--- src/rtl/i2c_stat_pkg.sv ---
package i2c_stat_pkg;
    localparam int unsigned AUX_W  = 6;
    localparam int unsigned STAT_W = AUX_W + 2;

    typedef struct packed {
        logic             master;
        logic             arb_lost;
        logic [AUX_W-1:0] aux;
    } stat_t;
endpackage

--- src/rtl/i2c_stat_en_edge.sv ---
module i2c_stat_en_edge (
    input  logic clk_i,
    input  logic rst_ni,
    input  logic enable_i,
    output logic flush_o
);
    typedef struct packed {
        logic en_prev;
    } edge_st_t;

    edge_st_t st_d, st_q;

    always_comb begin
        st_d         = st_q;
        st_d.en_prev = enable_i;
    end

    always_ff @(posedge clk_i or negedge rst_ni) begin
        if (!rst_ni) st_q <= '0;
        else         st_q <= st_d;
    end

    assign flush_o = st_q.en_prev & ~enable_i;


    flush_follows_fall_chk: assert property (@(posedge clk_i) disable iff (!rst_ni)
        flush_o |-> ($past(enable_i) && !enable_i));
endmodule

--- src/rtl/i2c_stat_flag_bit.sv ---
module i2c_stat_flag_bit (
    input  logic clk_i,
    input  logic rst_ni,
    input  logic set_i,
    input  logic clr_i,
    input  logic flush_i,
    output logic q_o
);
    typedef struct packed {
        logic val;
    } bit_st_t;

    bit_st_t st_d, st_q;

    always_comb begin
        st_d = st_q;
        if (clr_i || flush_i) st_d.val = 1'b0;
        else if (set_i)       st_d.val = 1'b1;
    end

    always_ff @(posedge clk_i or negedge rst_ni) begin
        if (!rst_ni) st_q <= '0;
        else         st_q <= st_d;
    end

    assign q_o = st_q.val;


    aux_clr_wins_chk: assert property (@(posedge clk_i) disable iff (!rst_ni)
        (clr_i || flush_i) |=> !q_o);

    aux_set_chk: assert property (@(posedge clk_i) disable iff (!rst_ni)
        (set_i && !clr_i && !flush_i) |=> q_o);
endmodule

--- src/rtl/i2c_stat_arb.sv ---
module i2c_stat_arb (
    input  logic clk_i,
    input  logic rst_ni,
    input  logic start_gen_i,
    input  logic stop_det_i,
    input  logic arb_lost_i,
    input  logic exit_req_i,
    input  logic rd_strobe_i,
    input  logic flush_i,
    output logic master_o,
    output logic arb_o
);
    typedef struct packed {
        logic master;
        logic arb;
    } arb_st_t;

    arb_st_t st_d, st_q;
    logic    mst_clr;

    always_comb begin
        st_d    = st_q;
        mst_clr = stop_det_i | arb_lost_i | exit_req_i | flush_i;
        if (mst_clr)          st_d.master = 1'b0;
        else if (start_gen_i) st_d.master = 1'b1;

        if (flush_i)          st_d.arb = 1'b0;
        else if (arb_lost_i)  st_d.arb = 1'b1;
        else if (rd_strobe_i) st_d.arb = 1'b0;
    end

    always_ff @(posedge clk_i or negedge rst_ni) begin
        if (!rst_ni) st_q <= '0;
        else         st_q <= st_d;
    end

    assign master_o = st_q.master;
    assign arb_o    = st_q.arb;


    master_set_chk: assert property (@(posedge clk_i) disable iff (!rst_ni)
        (start_gen_i && !stop_det_i && !arb_lost_i && !exit_req_i && !flush_i) |=> master_o);

    master_clr_chk: assert property (@(posedge clk_i) disable iff (!rst_ni)
        (stop_det_i || arb_lost_i || exit_req_i) |=> !master_o);

    arb_read_clr_chk: assert property (@(posedge clk_i) disable iff (!rst_ni)
        (rd_strobe_i && !arb_lost_i) |=> !arb_o);

    arb_keep_on_read_chk: assert property (@(posedge clk_i) disable iff (!rst_ni)
        (arb_lost_i && !flush_i) |=> arb_o);

    read_keeps_master_chk: assert property (@(posedge clk_i) disable iff (!rst_ni)
        (rd_strobe_i && !start_gen_i && !mst_clr) |=> $stable(master_o));
endmodule

--- src/rtl/i2c_stat_reg.sv ---
module i2c_stat_reg
    import i2c_stat_pkg::*;
(
    input  logic              clk_i,
    input  logic              rst_ni,
    input  logic              enable_i,
    input  logic              start_gen_i,
    input  logic              stop_det_i,
    input  logic              arb_lost_i,
    input  logic              exit_req_i,
    input  logic              rd_strobe_i,
    input  logic [AUX_W-1:0]  aux_set_i,
    input  logic [AUX_W-1:0]  aux_clr_i,
    output logic [STAT_W-1:0] rd_data_o
);
    logic  flush;
    stat_t stat;

    i2c_stat_en_edge u_edge (
        .clk_i    (clk_i),
        .rst_ni   (rst_ni),
        .enable_i (enable_i),
        .flush_o  (flush)
    );

    i2c_stat_arb u_arb (
        .clk_i       (clk_i),
        .rst_ni      (rst_ni),
        .start_gen_i (start_gen_i),
        .stop_det_i  (stop_det_i),
        .arb_lost_i  (arb_lost_i),
        .exit_req_i  (exit_req_i),
        .rd_strobe_i (rd_strobe_i),
        .flush_i     (flush),
        .master_o    (stat.master),
        .arb_o       (stat.arb_lost)
    );

    for (genvar gi = 0; gi < AUX_W; gi++) begin : g_aux
        i2c_stat_flag_bit u_flag (
            .clk_i   (clk_i),
            .rst_ni  (rst_ni),
            .set_i   (aux_set_i[gi]),
            .clr_i   (aux_clr_i[gi]),
            .flush_i (flush),
            .q_o     (stat.aux[gi])
        );
    end

    // packed order master, arbitration lost, aux[5:0]
    assign rd_data_o = stat;


    flush_clears_all_chk: assert property (@(posedge clk_i) disable iff (!rst_ni)
        flush |=> (rd_data_o == '0));

    read_keeps_aux_chk: assert property (@(posedge clk_i) disable iff (!rst_ni)
        (rd_strobe_i && aux_set_i == '0 && aux_clr_i == '0 && !flush) |=> $stable(rd_data_o[AUX_W-1:0]));
endmodule

--- config.mk ---
export PLATFORM = sky130hd
export DESIGN_NAME = i2c_stat_reg
export DESIGN_NICKNAME = d
export VERILOG_FILES = /design/src/rtl/i2c_stat_pkg.sv /design/src/rtl/i2c_stat_en_edge.sv /design/src/rtl/i2c_stat_flag_bit.sv /design/src/rtl/i2c_stat_arb.sv /design/src/rtl/i2c_stat_reg.sv
export SDC_FILE = /design/constraint.sdc
export NUM_CORES = 1
export LEC_CHECK = 0
export BUFFER_PORTS_ARGS = -buffer_cell sky130_fd_sc_hd__buf_2
export CELL_PAD_IN_SITES_DETAIL_PLACEMENT = 0
export CELL_PAD_IN_SITES_GLOBAL_PLACEMENT = 1
export CORE_AREA = 2 2 42 44
export CTS_CLUSTER_SIZE = 24
export DETAILED_ROUTE_END_ITERATION = 10
export DIE_AREA = 0 0 44 46
export PLACE_DENSITY = 0.76
export SLEW_MARGIN = 20
export SYNTH_ARGS = -nofsm -noshare
export SYNTH_HDL_FRONTEND = slang
export SYNTH_SLANG_ARGS = --single-unit
--- constraint.sdc ---
create_clock -name clk_i -period 1.07 [get_ports clk_i]
set_input_delay 0.1605 -clock clk_i [delete_from_list [all_inputs] [get_ports clk_i]]
set_output_delay 0.1605 -clock clk_i [all_outputs]
set_load 0.05 [all_outputs]
Word level (Yosys, flattened, before mapping)
Cells that the tools add are included.
{"block": "totals", "in_bits": 20, "ff_bits": 9, "elab_cells": 45, "out_inout_bits": 8}
{"block": "classes", "n_mux": 17, "n_reduce_logical": 14, "bitwise": 5}
{"operator": "two-way mux 1 bit", "n": 17}
{"operator": "nonzero test 2 bit", "n": 7}
{"operator": "logical OR 1 bit", "n": 6}
{"operator": "bitwise OR 1 bit", "n": 3}
{"operator": "nonzero test 3 bit", "n": 1}
{"operator": "bitwise AND 1 bit", "n": 1}
{"operator": "inverter 1 bit", "n": 1}

Longest topological paths before layout
Gate-level depths: netlist of run 1.
{"block": "depth", "word_depth": 4, "depth_mapped": 3, "ltp_nobuf": 2}

By module
From an unflattened synthesis of run 1, not the netlist that was laid out.
{"block": "hier_totals", "cells_unflattened": 27, "hier_area_um2": 350.3}
{"module": "i2c_stat_flag_bit", "instances": 6, "cells_per_inst": 3, "area_per_inst_um2": 38.8, "seq_area_each_um2": 25.0}
{"module": "i2c_stat_arb", "instances": 1, "cells_per_inst": 7, "area_per_inst_um2": 78.8, "seq_area_each_um2": 50.0}
{"module": "i2c_stat_en_edge", "instances": 1, "cells_per_inst": 2, "area_per_inst_um2": 38.8, "seq_area_each_um2": 25.0}

Least setup slack after synthesis of run 1
OpenSTA, ideal clock, no wires.
{"block": "synth_path", "kind": "register to register", "from": "reg u_edge.st_q", "to": "reg u_arb.st_q, in the netlist u_arb.master_o", "path_slack_ns": 0.226, "period_less_slack_ns": 0.844, "path_stages_with_launch": 4, "t_required_ns": 0.976, "setup_time_ns": 0.094, "arrival_time_ns": 0.749, "path_buffers": 1, "cell_sequence": "dfrtp_1 -> nor2b_4 -> buf_6 -> nor4_4"}
{"block": "synth_between", "elab_chain_cells": 3, "elab_cells_between_ends": 4, "classes_between": "1 x mux; 2 x bitwise; 1 x reduce/logical"}
{"item": "start, declared", "line": "i2c_stat_en_edge.sv:11", "rtl": "edge_st_t st_d, st_q;"}
{"item": "start signal, assigned", "line": "i2c_stat_en_edge.sv:20", "rtl": "else st_q <= st_d;"}
{"item": "bitwise AND 1 bit *", "line": "i2c_stat_en_edge.sv:23", "rtl": "assign flush_o = st_q.en_prev & ~enable_i;"}
{"item": "bitwise OR 1 bit *", "line": "i2c_stat_arb.sv:23", "rtl": "mst_clr = stop_det_i | arb_lost_i | exit_req_i | flush_i;"}
{"item": "two-way mux 1 bit / nonzero test 2 bit (equally long branches)"}
{"item": "end signal, assigned", "line": "i2c_stat_arb.sv:34", "rtl": "else st_q <= st_d;"}
{"item": "end, declared", "line": "i2c_stat_arb.sv:18", "rtl": "arb_st_t st_d, st_q;"}
Every way passes the cells marked *; elsewhere a longest branch is shown, timed or not.
A chain may end at the register's enable or synchronous reset.

Worst setup path in the final report of run 1
{"block": "layout_path", "from": "reg u_arb.st_q, in the netlist u_arb.master_o", "to": "out rd_data_o[7]"}
{"item": "end, declared", "line": "i2c_stat_reg.sv:14", "rtl": "output logic [STAT_W-1:0] rd_data_o"}
No word-level cell between the ends.

==> results of run 1 <==
## cell usage in the layout (no fill, tap or decap), types with 3 or more instances in the layout
master / count
sky130_fd_sc_hd__buf_2: 27
sky130_fd_sc_hd__nor3_1: 6
sky130_fd_sc_hd__nor2_1: 6
sky130_fd_sc_hd__clkbuf_4: 3
sky130_fd_sc_hd__dfrtp_1: 9
## registers in the layout, summed over array words and instances, names as in the netlist
register          flops
u_arb.arb_o           1
g_aux.u_flag.q_o      6
u_arb.master_o        1
u_edge.st_q           1
## routing by layer
metal	track usage, %	up-vias
met5	0	-
met4	7.27	0
met3	3.97	2
met2	14.1	14
met1	8.25	129
li1	-	155
## how the worst min path moves through the flow
stage	slack, ns	startpoint	cells after the start	end
3_5_place_dp	0.03	rst_ni	1	g_aux[5].u_flag.q_o
2_1_floorplan	-0.14	rst_ni	0	g_aux[0].u_flag.q_o
3_3_place_gp	0.03	rst_ni	1	g_aux[5].u_flag.q_o
5_1_grt	0.04	aux_clr_i[4]	2	g_aux[4].u_flag.q_o
6_report	0.05	enable_i	1	u_edge.st_q
4_1_cts	0.04	enable_i	1	u_edge.st_q
## repair_timing
action,4_1_cts,5_1_grt
hold buffers,1,0
setup buffers,0,0
endpoints found under the setup margin,0,0
endpoints found under the hold margin,9,0
## power groups by stage
stage	clock, mW	sequential, mW	combinational, mW
after CTS	0.279	0.370	0.171
after global placement	0	0.376	0.166
after floorplan	0	0.376	0.134
final	0.257	0.370	0.168
after global routing	0.301	0.372	0.182
after detailed placement	0	0.376	0.168
## logic make-up after synthesis
kind of cell           synth area share (%)
DFF                                    55.4
and+or+nand+nor                        23.1
buffers and inverters                  18.5
AOI/OAI and AO/OA                      3.08
## per-stage QoR
stage	setup WS, ns	instances	hold slack (ns)	instance area [µm²]	util (%)
finish	0.0506	76	0.0530	528	32.7
global route	0.00100	76	0.0382	528	32.7
global placement	0.270	71	0.0291	492	30.5
floorplan	0.226	36	-0.135	407	-
CTS	0.0286	76	0.0425	528	32.7
detailed placement	0.250	71	0.0297	492	30.5
## layout make-up
type | count | share of cell area, %
sequential | 9 | 42.7
timing repair buffer | 28 | 27.5
multi-input combinational | 17 | 20.1
clock buffer | 4 | 4.98
tap | 17 | 4.03
inverter | 1 | 0.711
==> results, run 1 <==
- The multi-input combinational cells in the finished layout cover a total of 106 µm².
- The number of buffers and inverters on the critical path is 1.
- 0 antenna diodes ended up in the layout.
- In this run the power spent charging and discharging nets is 0.233 mW.
- The flow ran to the end, and the final reports show no timing, DRC or antenna violations.
- The number of hold-slack violations in the final timing report is 0.
- The worst pin sits at a relative slew slack of 83.1%.
- The buffer type at the clock tree root is sky130_fd_sc_hd__clkbuf_4.
- Summing every instance area after synthesis gives 407 µm².
- The count of input and output buffers is 27.
- The most critical setup path has its endpoint at rd_data_o[7].
- The mean instance size in the synthesized netlist is 11.3 µm².
- The post-synthesis instance total is 36.
- The post-synth net total is 56.
- The clock tree buffer depth is 2.
- The first global-routing pass estimated 1.19 mm of wire.
- The area inside the core boundary is 1610 µm².
- The largest area contributor in the netlist is sky130_fd_sc_hd__dfrtp_1.
- The max-slew violation count is 0.
- The worst setup path is of the register to output port kind.
- The worst reg2reg path startpoint is u_edge.st_q.
- Traced cell by cell, the critical path runs through buf_2.
- Setup repair after global routing left no endpoint under its margin.
- In the synthesized netlist the dominant register cell turns out to be sky130_fd_sc_hd__dfrtp_1.
- Counting instances in the post-synthesis netlist gives the leading cell types as sky130_fd_sc_hd__dfrtp_1, sky130_fd_sc_hd__buf_4, sky130_fd_sc_hd__nor2_1, sky130_fd_sc_hd__nor3_1.
- For this design the ratio of total power to cell area is 1500 nW/µm².
- The routed wire length per instance is 9.46 µm.
- Net switching is 29.4% of the power.
- The initial core utilization is 25.2%.
- The number of CTS-inserted buffers is 3.
- The remaining global-route overflow is 0.
- The wire length on met1 is 293 µm.
- For the final database, setup skew stands at 0.000847 ns.
- The floorplan step set the die height to 46 µm.
- For this run, the slowest stage of the critical path takes 0.34 ns.
- Yosys printed 0 warnings.
- The tree built by TritonCTS fans out to 9 sinks.
- The post-cts sizing count is 0.
- The count of maximum capacitance violations is 0.
- The post-synthesis to final-layout area growth is 29.8%.
- The start point of the critical path is u_arb.master_o.
- Detailed routing placed a total of 356 µm of wire on met2.
- The signal arrival time at the worst endpoint is 0.86 ns.
- The biggest fanout along the worst timing path is 2.
- The setup violation total in the final timing report is 0.
- The share of the clock period used by the worst path after layout is 95.3%.
- The category of the worst setup path launch point is a register.
- For this run, the detailed router's first-pass iteration total came to 1.
- The worst-case IR drop observed on VDD is 558 µV.
- The initial detailed-routing violation count is 0.
- The uppermost layer routed is met4.
- Summed over all cells, the static leakage comes to 0.288 nW.
- The number of cells on the critical path is 1.
- After detailed routing, the met3 layer carries 65 µm of wire.
- Internal power comes to 0.561 mW.
- Using the TritonRoute via totals, the vias-per-cell ratio works out to 3.95.
- For flop-to-flop paths, the worst setup slack is 0.27 ns.
- The number of cells on the worst reg-to-reg path is 2.
- The maximum number of pins on one net before global-route repair is 10.
- The shortest period the worst path allows is 1.02 ns.
- The dominant delay contributor by cell family on the critical path is flip-flops.
- CTS built an H-tree with a depth of 1.
- The number of nets in the finished design is 80.
- The worst-skew pair later-pin latency is 0.25 ns.
- The count of vias placed by the detailed router is 300.
- Sequential cells account for 46.5% of the total power.
- The portion of synthesized cell area occupied by the leading cell type is 55.4%.
- In the routed design, unresolved DRC markers number 0.
- The number of storage elements in the synthesis netlist is 9.
- The endpoint identified for the worst register-to-register timing path is g_aux[2].u_flag.q_o.
- Registers take 225 µm².
- The clock network accounts for 32.4% of the total power.
- After clock tree synthesis, the clock-pin slew on the worst setup and hold paths is 0.06 ns.
- The critical path data required time is 0.91 ns.
- The die span in x is 44 µm.
- The number of routed nets with antenna violations is 0.
- Counting flops with a built-in enable in the synthesized netlist gives 0.
- The number of placement rows is 15.
- By area the synthesized netlist is led by sky130_fd_sc_hd__dfrtp_1, sky130_fd_sc_hd__buf_4, sky130_fd_sc_hd__nor3_1.
- Power comes to 0.794 mW.
- The slowest stage of the critical path belongs to the cell sky130_fd_sc_hd__dfrtp_1.
- The total negative slack is 0 ns.
- The number of antenna violations at the first check in global routing is 0.
- 28 I/O pins were placed.
- The filler cell count is 177.
- The cell with the most instances after synthesis is sky130_fd_sc_hd__dfrtp_1.
- STA classifies the critical path endpoint as an output port.
- After detailed routing, the total wire length is 719 µm.
- Synthesis instantiated 11 different standard cells from the library.
- The highest clock rate is 981 MHz.
- The number of global-route vias before repair is 298.
- Of the synthesized area, sequential elements account for 55.4%.
- The min-delay analysis places its worst path in the category primary input to register.
- Global routing used 8.64% of the available tracks.
- The fraction of power consumed by combinational cells is 21.1%.
- In the final layout, the share of cells above drive strength 1 is 54.2%.
- The clock tree from TritonCTS is done.
- The congestion estimate from routability-driven global placement came to 0.568.
- For the pin with the worst max-slew slack, the measured transition is 0.253 ns.
- The total die area is 2020 µm².
- The fraction of registers with async set/reset is 100%.
Note: power is estimated with default switching activity, not from simulation.
==> inputs of run 2 (changes only) <==
CELL_PAD_IN_SITES_DETAIL_PLACEMENT = 1   (was 0)
==> run 2 against run 1 <==
- register-to-register slack got worse by 0.02 ns
- global-route usage increased by 0.66 points
- via count increased by 0.67%
- sequential share of layout area decreased by 0.20 points
- clock-buffer cell count unchanged
- cell area increased by 0.47%
- first-iteration DRC count increased by 3
- maximum frequency decreased by 0.45%
- largest power group unchanged
- sequential power about the same
==> results, run 2 (synthesis results as in run 1) <==
- The flow ran to the end, and the final reports show no timing, DRC or antenna violations.
- The fraction of final layout cells with drive strength greater than 1 is 54.2%.
- The number of buffers and inverters on the critical path is 1.
- 0 antenna diodes ended up in the layout.
- Data arrives at the worst endpoint at 0.86 ns.
- The signal on the critical path passes through buf_2.
- Once the floorplan was initialized, standard cells occupied 25.2% of the core.
- The total area inside the core boundary comes to 1610 µm².
- The largest single stage delay on the critical path is 0.35 ns.
- Setup total negative slack on the finished layout was measured at 0 ns.
- For the pin with the worst max-slew slack, the measured transition is 0.259 ns.
- Setup repair after global routing left no endpoint under its margin.
- The count of maximum capacitance violations is 0.
- Measured along the y axis, the die boundary spans 46 µm.
- The number of antenna violations at the first check in global routing is 0.
- Power spread over the standard cell area amounts to 1490 nW/µm².
- The max-slew violation count is 0.
- The setup path with the least slack is of type register to output port.
- The detail-routed via count per cell is 3.97.
- The worst-skew pair later-pin latency is 0.25 ns.
- Grouping stages by cell kind, the critical path spends the most delay in flip-flops.
- The shortest period the worst path allows is 1.02 ns.
- Between clock sinks in the finished design, the worst skew comes to 0.00153 ns.
- Clock tree synthesis selected as its root buffer the cell sky130_fd_sc_hd__clkbuf_4.
- The most critical setup path has its startpoint at g_aux[3].u_flag.q_o.
- The first global-routing pass estimated 1.24 mm of wire.
- The post-route DRC violation count is 0.
- The clock tree from TritonCTS is done.
- The post-synthesis to final-layout area growth is 30.5%.
- Summed over all cells, the static leakage comes to 0.288 nW.
- The clock-pin slew reported for the worst setup and hold paths after clock tree synthesis is 0.06 ns.
- The library cell used most frequently in the layout, excluding fill and tap cells, is sky130_fd_sc_hd__buf_2.
- The first detailed-routing pass ran for 2 iterations.
- On the final layout, the worst hold slack is 0.0573 ns.
- The worst reg2reg path startpoint is u_edge.st_q.
- The number of CTS-inserted buffers is 3.
- The half-perimeter wire length of the detailed placement result is 654 µm.
- The H-tree depth reported by CTS is 1.
- The maximum number of pins on one net before global-route repair is 10.
- The category of the worst setup path launch point is a register.
- The number of global-route vias before repair is 306.
- The final layout contains routed wiring with a total length of 825 µm.
- The total clock sinks is 9.
- Global routing used 9.29% of the available tracks.
- The share of the clock period used by the worst path after layout is 95.7%.
- Leaving out fill and tap cells, the most frequent cells in the layout are sky130_fd_sc_hd__buf_2, sky130_fd_sc_hd__dfrtp_1, sky130_fd_sc_hd__nor2_1, sky130_fd_sc_hd__nor3_1, sky130_fd_sc_hd__clkbuf_4.
- The placed instances occupy a cell area of 492 µm².
- STA classifies the critical path endpoint as an output port.
- Setup violations remaining at the end of the flow were counted as 0.
- In this run the most critical hold path is launched from aux_clr_i[1].
- The number of nets in the finished design is 80.
- The number of top-level design ports is 28.
- The detail route stage leaves a number of antenna-violating nets equal to 0.
- The worst hold path class is primary input to register.
- The die covers 2020 µm².
- The number of placement rows is 15.
- The flip-flop count of the largest register, all copies and words added is 6.
- The worst slew margin relative to its limit is 82.7%.
- The biggest fanout along the worst timing path is 2.
- Across all layers, the routed design uses 302 vias.
- After detailed routing, the average wire length per cell comes to 10.9 µm.
- In this run the horizontal extent of the chip is 44 µm.
- The remaining global-route overflow is 0.
- The clock passes through at most 2 buffers.
- After clock tree synthesis, the setup repair step added 0 buffers.
- In this run the tool buffered the top-level ports with 27 buffer cells.
- At the end of routability-driven placement, the weighted congestion stood at 0.568.
- Across all register-to-register paths, the minimum setup slack is 0.25 ns.
- The post-route cell area is 531 µm².
- The highest clock rate is 976 MHz.
- The slowest library cell on the worst path is sky130_fd_sc_hd__dfrtp_1.
- STA puts the critical path data required time at 0.91 ns.
- The total power after layout is 0.792 mW.
- The number of hold-slack violations in the final timing report came to 0.
- The initial detailed-routing violation count is 3.
- Across the VDD grid, the largest voltage drop is 612 µV.
## run 2: cell count changes in the layout (fill, tap and decap cells not counted), sizes merged
cell / change
buf: -1
clkbuf: +1
## run 2: timing repair
action / CTS / global route
endpoints found under the hold margin: 9 / 0
resized for setup: 0 / 1
setup endpoints to repair: 0 / 1
hold buffers: 1 / 0
## run 2: cell type report
cell class              count  area [µm²]
clock buffers               4        26.3
fillers                   195        1080
inverters                   1        3.75
multi-input cells          17         106
flip-flops and latches      9         225
well taps                  17        21.3
repair buffers             28         148
## run 2: metrics by stage
step	setup WS, ns	util [%]	cells
2_1_floorplan	0.226	-	36
3_3_place_gp	0.270	30.5	71
3_5_place_dp	0.244	30.5	71
4_1_cts	0.0154	32.7	76
5_1_grt	0.00145	32.9	76
6_report	0.0459	32.9	76
## run 2: layer usage
layer	vias to the layer above	part of all wire [%]	track usage, %	wire [µm]
li1	155	-	-	-
met1	133	39	8.72	320
met2	14	52	15.9	430
met3	0	9.0	3.97	74
met4	0	0	7.27	0
met5	-	0	0	0
## run 2: worst paths after layout
path | to | cells after the start
setup / recovery | rd_data_o[3] | 1
hold / removal | g_aux[1].u_flag.q_o | 2
setup reg to reg | g_aux[3].u_flag.q_o | 2
hold reg to reg | g_aux[0].u_flag.q_o | 2
max in group asynchronous | g_aux[3].u_flag.q_o | 2
min in group asynchronous | u_edge.st_q | 2
## run 2: report_power, final
part | switching [mW] | internal [mW] | total, mW
sequential | 0.00968 | 0.361 | 0.371
clock | 0.108 | 0.143 | 0.251
combinational | 0.112 | 0.0568 | 0.169
==> inputs of run 3 (changes only) <==
CORE_AREA = 2 2 45 47   (was 2 2 42 44)
DIE_AREA = 0 0 47 49   (was 0 0 44 46)
PLACE_DENSITY = 0.7   (was 0.76)
clock period = 0.89 ns   (was 1.07 ns; I/O delays follow)
==> run 3 against run 2 <==
- first-iteration DRC count decreased by 33%
- the run now ends with negative setup slack left
- sequential share of layout area decreased by 5.7 points
- critical endpoint is now rd_data_o[4]
- global-route usage down 0.13 points
==> results, run 3 (synthesis results as in run 1) <==
- Traced cell by cell, the critical path runs through buf_6.
- Across all setup checks in the final design, the least slack found is -0.0501 ns.
- In the final routed layout, each cell accounts on average for 9.44 µm.
- The worst register-to-register path ends at g_aux[0].u_flag.q_o.
- CTS saw 9 sinks.
- The total die area is 2300 µm².
- In this run the most critical hold path is launched from enable_i.
- The final RePlAce weighted congestion is 0.565.
- The all-layer global routing usage is 9.17%.
- The hold slack is 0.0231 ns.
- The most frequent standard cell in the layout excluding fill and tap cells is sky130_fd_sc_hd__buf_2.
- In the layout the commonest cells are sky130_fd_sc_hd__buf_2, sky130_fd_sc_hd__dfrtp_1, sky130_fd_sc_hd__buf_6.
- The worst register-to-register path has a setup slack of 0.09 ns.
- CTS placed an instance of sky130_fd_sc_hd__clkbuf_4 at the clock tree root.
- Wires add up to 840 µm.
- The worst register-to-register path has a depth of 2.
- The number of global-route vias before repair is 371.
- Data on the critical path arrives at its endpoint at 0.81 ns.
- The number of routed nets with antenna violations is 0.
- The filler cell count is 213.
- Of the available clock period, the critical path in the final layout requires 106%.
- The worst-case IR drop observed on VDD is 784 µV.
- Once the floorplan was initialized, standard cells occupied 22.1% of the core.
- Counting both buffers and inverters, the worst setup path holds a total of 1.
- On the critical path the largest part of the delay comes from flip-flops.
- The slowest stage of the critical path is the sky130_fd_sc_hd__dfrtp_1 cell.
- The maximum number of pins on one net before global-route repair is 10.
- CTS built an H-tree with a depth of 1.
- The category of the most critical setup path is register to output port.
- The first global-routing pass estimated 1.45 mm of wire.
- The power density over cell area is 1650 nW/µm².
- The clock arrives with 0.000662 ns of skew.
- Input and output buffers added on the ports amount to 27.
- The shortest period the worst path allows is 0.940 ns.
- Clock-pin slew was measured on the worst setup and hold paths at 0.06 ns.
- The checks that failed: negative setup slack.
- The number of nets in the finished design is 83.
- The area inside the core boundary is 1840 µm².
- The instance area at placement is 504 µm².
- In this run the deepest clock path goes through 2 buffers.
- The half-perimeter wire length of the detailed placement result is 623 µm.
- The number of antenna violations at the first check in global routing was 0.
- In this design, the stage delay of the slowest critical-path cell is 0.39 ns.
- The max-slew violation count is 0.
- For this block, the initial DRC count from the detailed router was 2.
- Clock latency on the worst-skew pair, taken at its later pin, is 0.26 ns.
- The remaining global-route overflow is 0.
- The worst setup path is captured at an output port.
- The post-synthesis to final-layout area growth is 50.8%.
- The final design utilization is 33.3%.
- In this run the worst setup path begins at g_aux[4].u_flag.q_o.
- The number of placement rows is 16.
- The first detailed-routing pass ran for 2 iterations.
- The highest clock rate is 1060 MHz.
- The register with the most flip-flops in the layout has 6 of them.
- Setup repair after global routing could not meet its margin everywhere.
- The number of cells on the critical path is 1.
- Adding up every negative setup slack in the final design gives -0.371 ns.
- The count of vias placed by the detailed router is 327.
- The number of top-level design ports is 28.
- The setup violation total in the final timing report is 8.
- The flow ran to the end, but the final reports show violations.
- The post-route cell area is 613 µm².
- The repair_antennas step left the layout with diodes totalling 0.
- The die span in x is 47 µm.
- From bottom edge to top edge, the die measures 49 µm.
- The count of maximum capacitance violations is 0.
- Buffers inserted during clock tree synthesis total 3.
- The biggest fanout along the worst timing path is 2.
- The most critical setup path has its endpoint at rd_data_o[4].
- The number of hold-slack violations in the final timing report is 0.
- TritonCTS built the clock tree.
- The worst reg2reg path startpoint is u_edge.st_q.
- The slew at the pin closest to its max-slew limit is 0.247 ns.
- In this run the tightest slew margin relative to its limit is 83.5%.
- At the worst endpoint, the required time is 0.76 ns.
- The worst hold path class is primary input to register.
- In the routed layout, each cell is associated on average with a via count of 3.67.
- STA classifies the critical path startpoint as a register.
- The fraction of final layout cells with drive strength greater than 1 is 56.5%.
- The post-route DRC violation count is 0.
- Summed over all cells, the static leakage comes to 0.314 nW.
## run 3: cell count changes in the layout (fill, tap and decap cells not counted)
cell,previous run,this run
sky130_fd_sc_hd__buf_2,26,19
sky130_fd_sc_hd__buf_4,0,3
sky130_fd_sc_hd__buf_6,0,8
sky130_fd_sc_hd__clkbuf_4,4,3
## run 3: what timing repair did
item / CTS / global route
gates cloned: 0 / 0
resized for setup: 16 / 0
endpoints found under the setup margin: 8 / 8
hold buffers: 1 / 0
buffers inserted: 3 / 0
endpoints found under the hold margin: 9 / 0
## run 3: worst min path at each step
stage	endpoint	slack, ns	cells past startpoint
4_1_cts	g_aux[1].u_flag.q_o	0.01	2
2_1_floorplan	g_aux[0].u_flag.q_o	-0.16	0
3_3_place_gp	g_aux[1].u_flag.q_o	0.002	1
5_1_grt	u_edge.st_q	0.004	1
3_5_place_dp	g_aux[1].u_flag.q_o	0.006	1
6_report	u_edge.st_q	0.02	1
## run 3: per-stage QoR
step                      setup slack [ns]  total power [mW]  instances
after CTS                          -0.0701              1.04         89
final                              -0.0501              1.01         89
after floorplan                     0.0464             0.612         36
after detailed placement            0.0712             0.657         81
after global routing               -0.0973              1.09         89
after global placement              0.0908             0.653         81
## run 3: cell type report
class	count	area (µm²)	area share (%)
Timing Repair Buffer	31	218	35.5
Tap cell	27	33.8	5.51
Multi-Input combinational cell	17	106	17.3
Inverter	1	3.75	0.612
Clock buffer	4	26.3	4.29
Sequential cell	9	225	36.7
## run 3: power breakdown
part           switching, mW  internal, mW  leakage, nW
clock network          0.141         0.173       0.0150
logic                  0.138         0.107        0.184
registers             0.0165         0.435        0.115
## run 3: routing by layer
layer  wire [µm]  vias to the layer above  global-route usage (%)
met5           0                        -                       0
met4           0                        0                    2.78
met3          95                        0                    6.67
met2         464                       16                    14.6
met1         280                      152                    9.15
li1            -                      159                       -
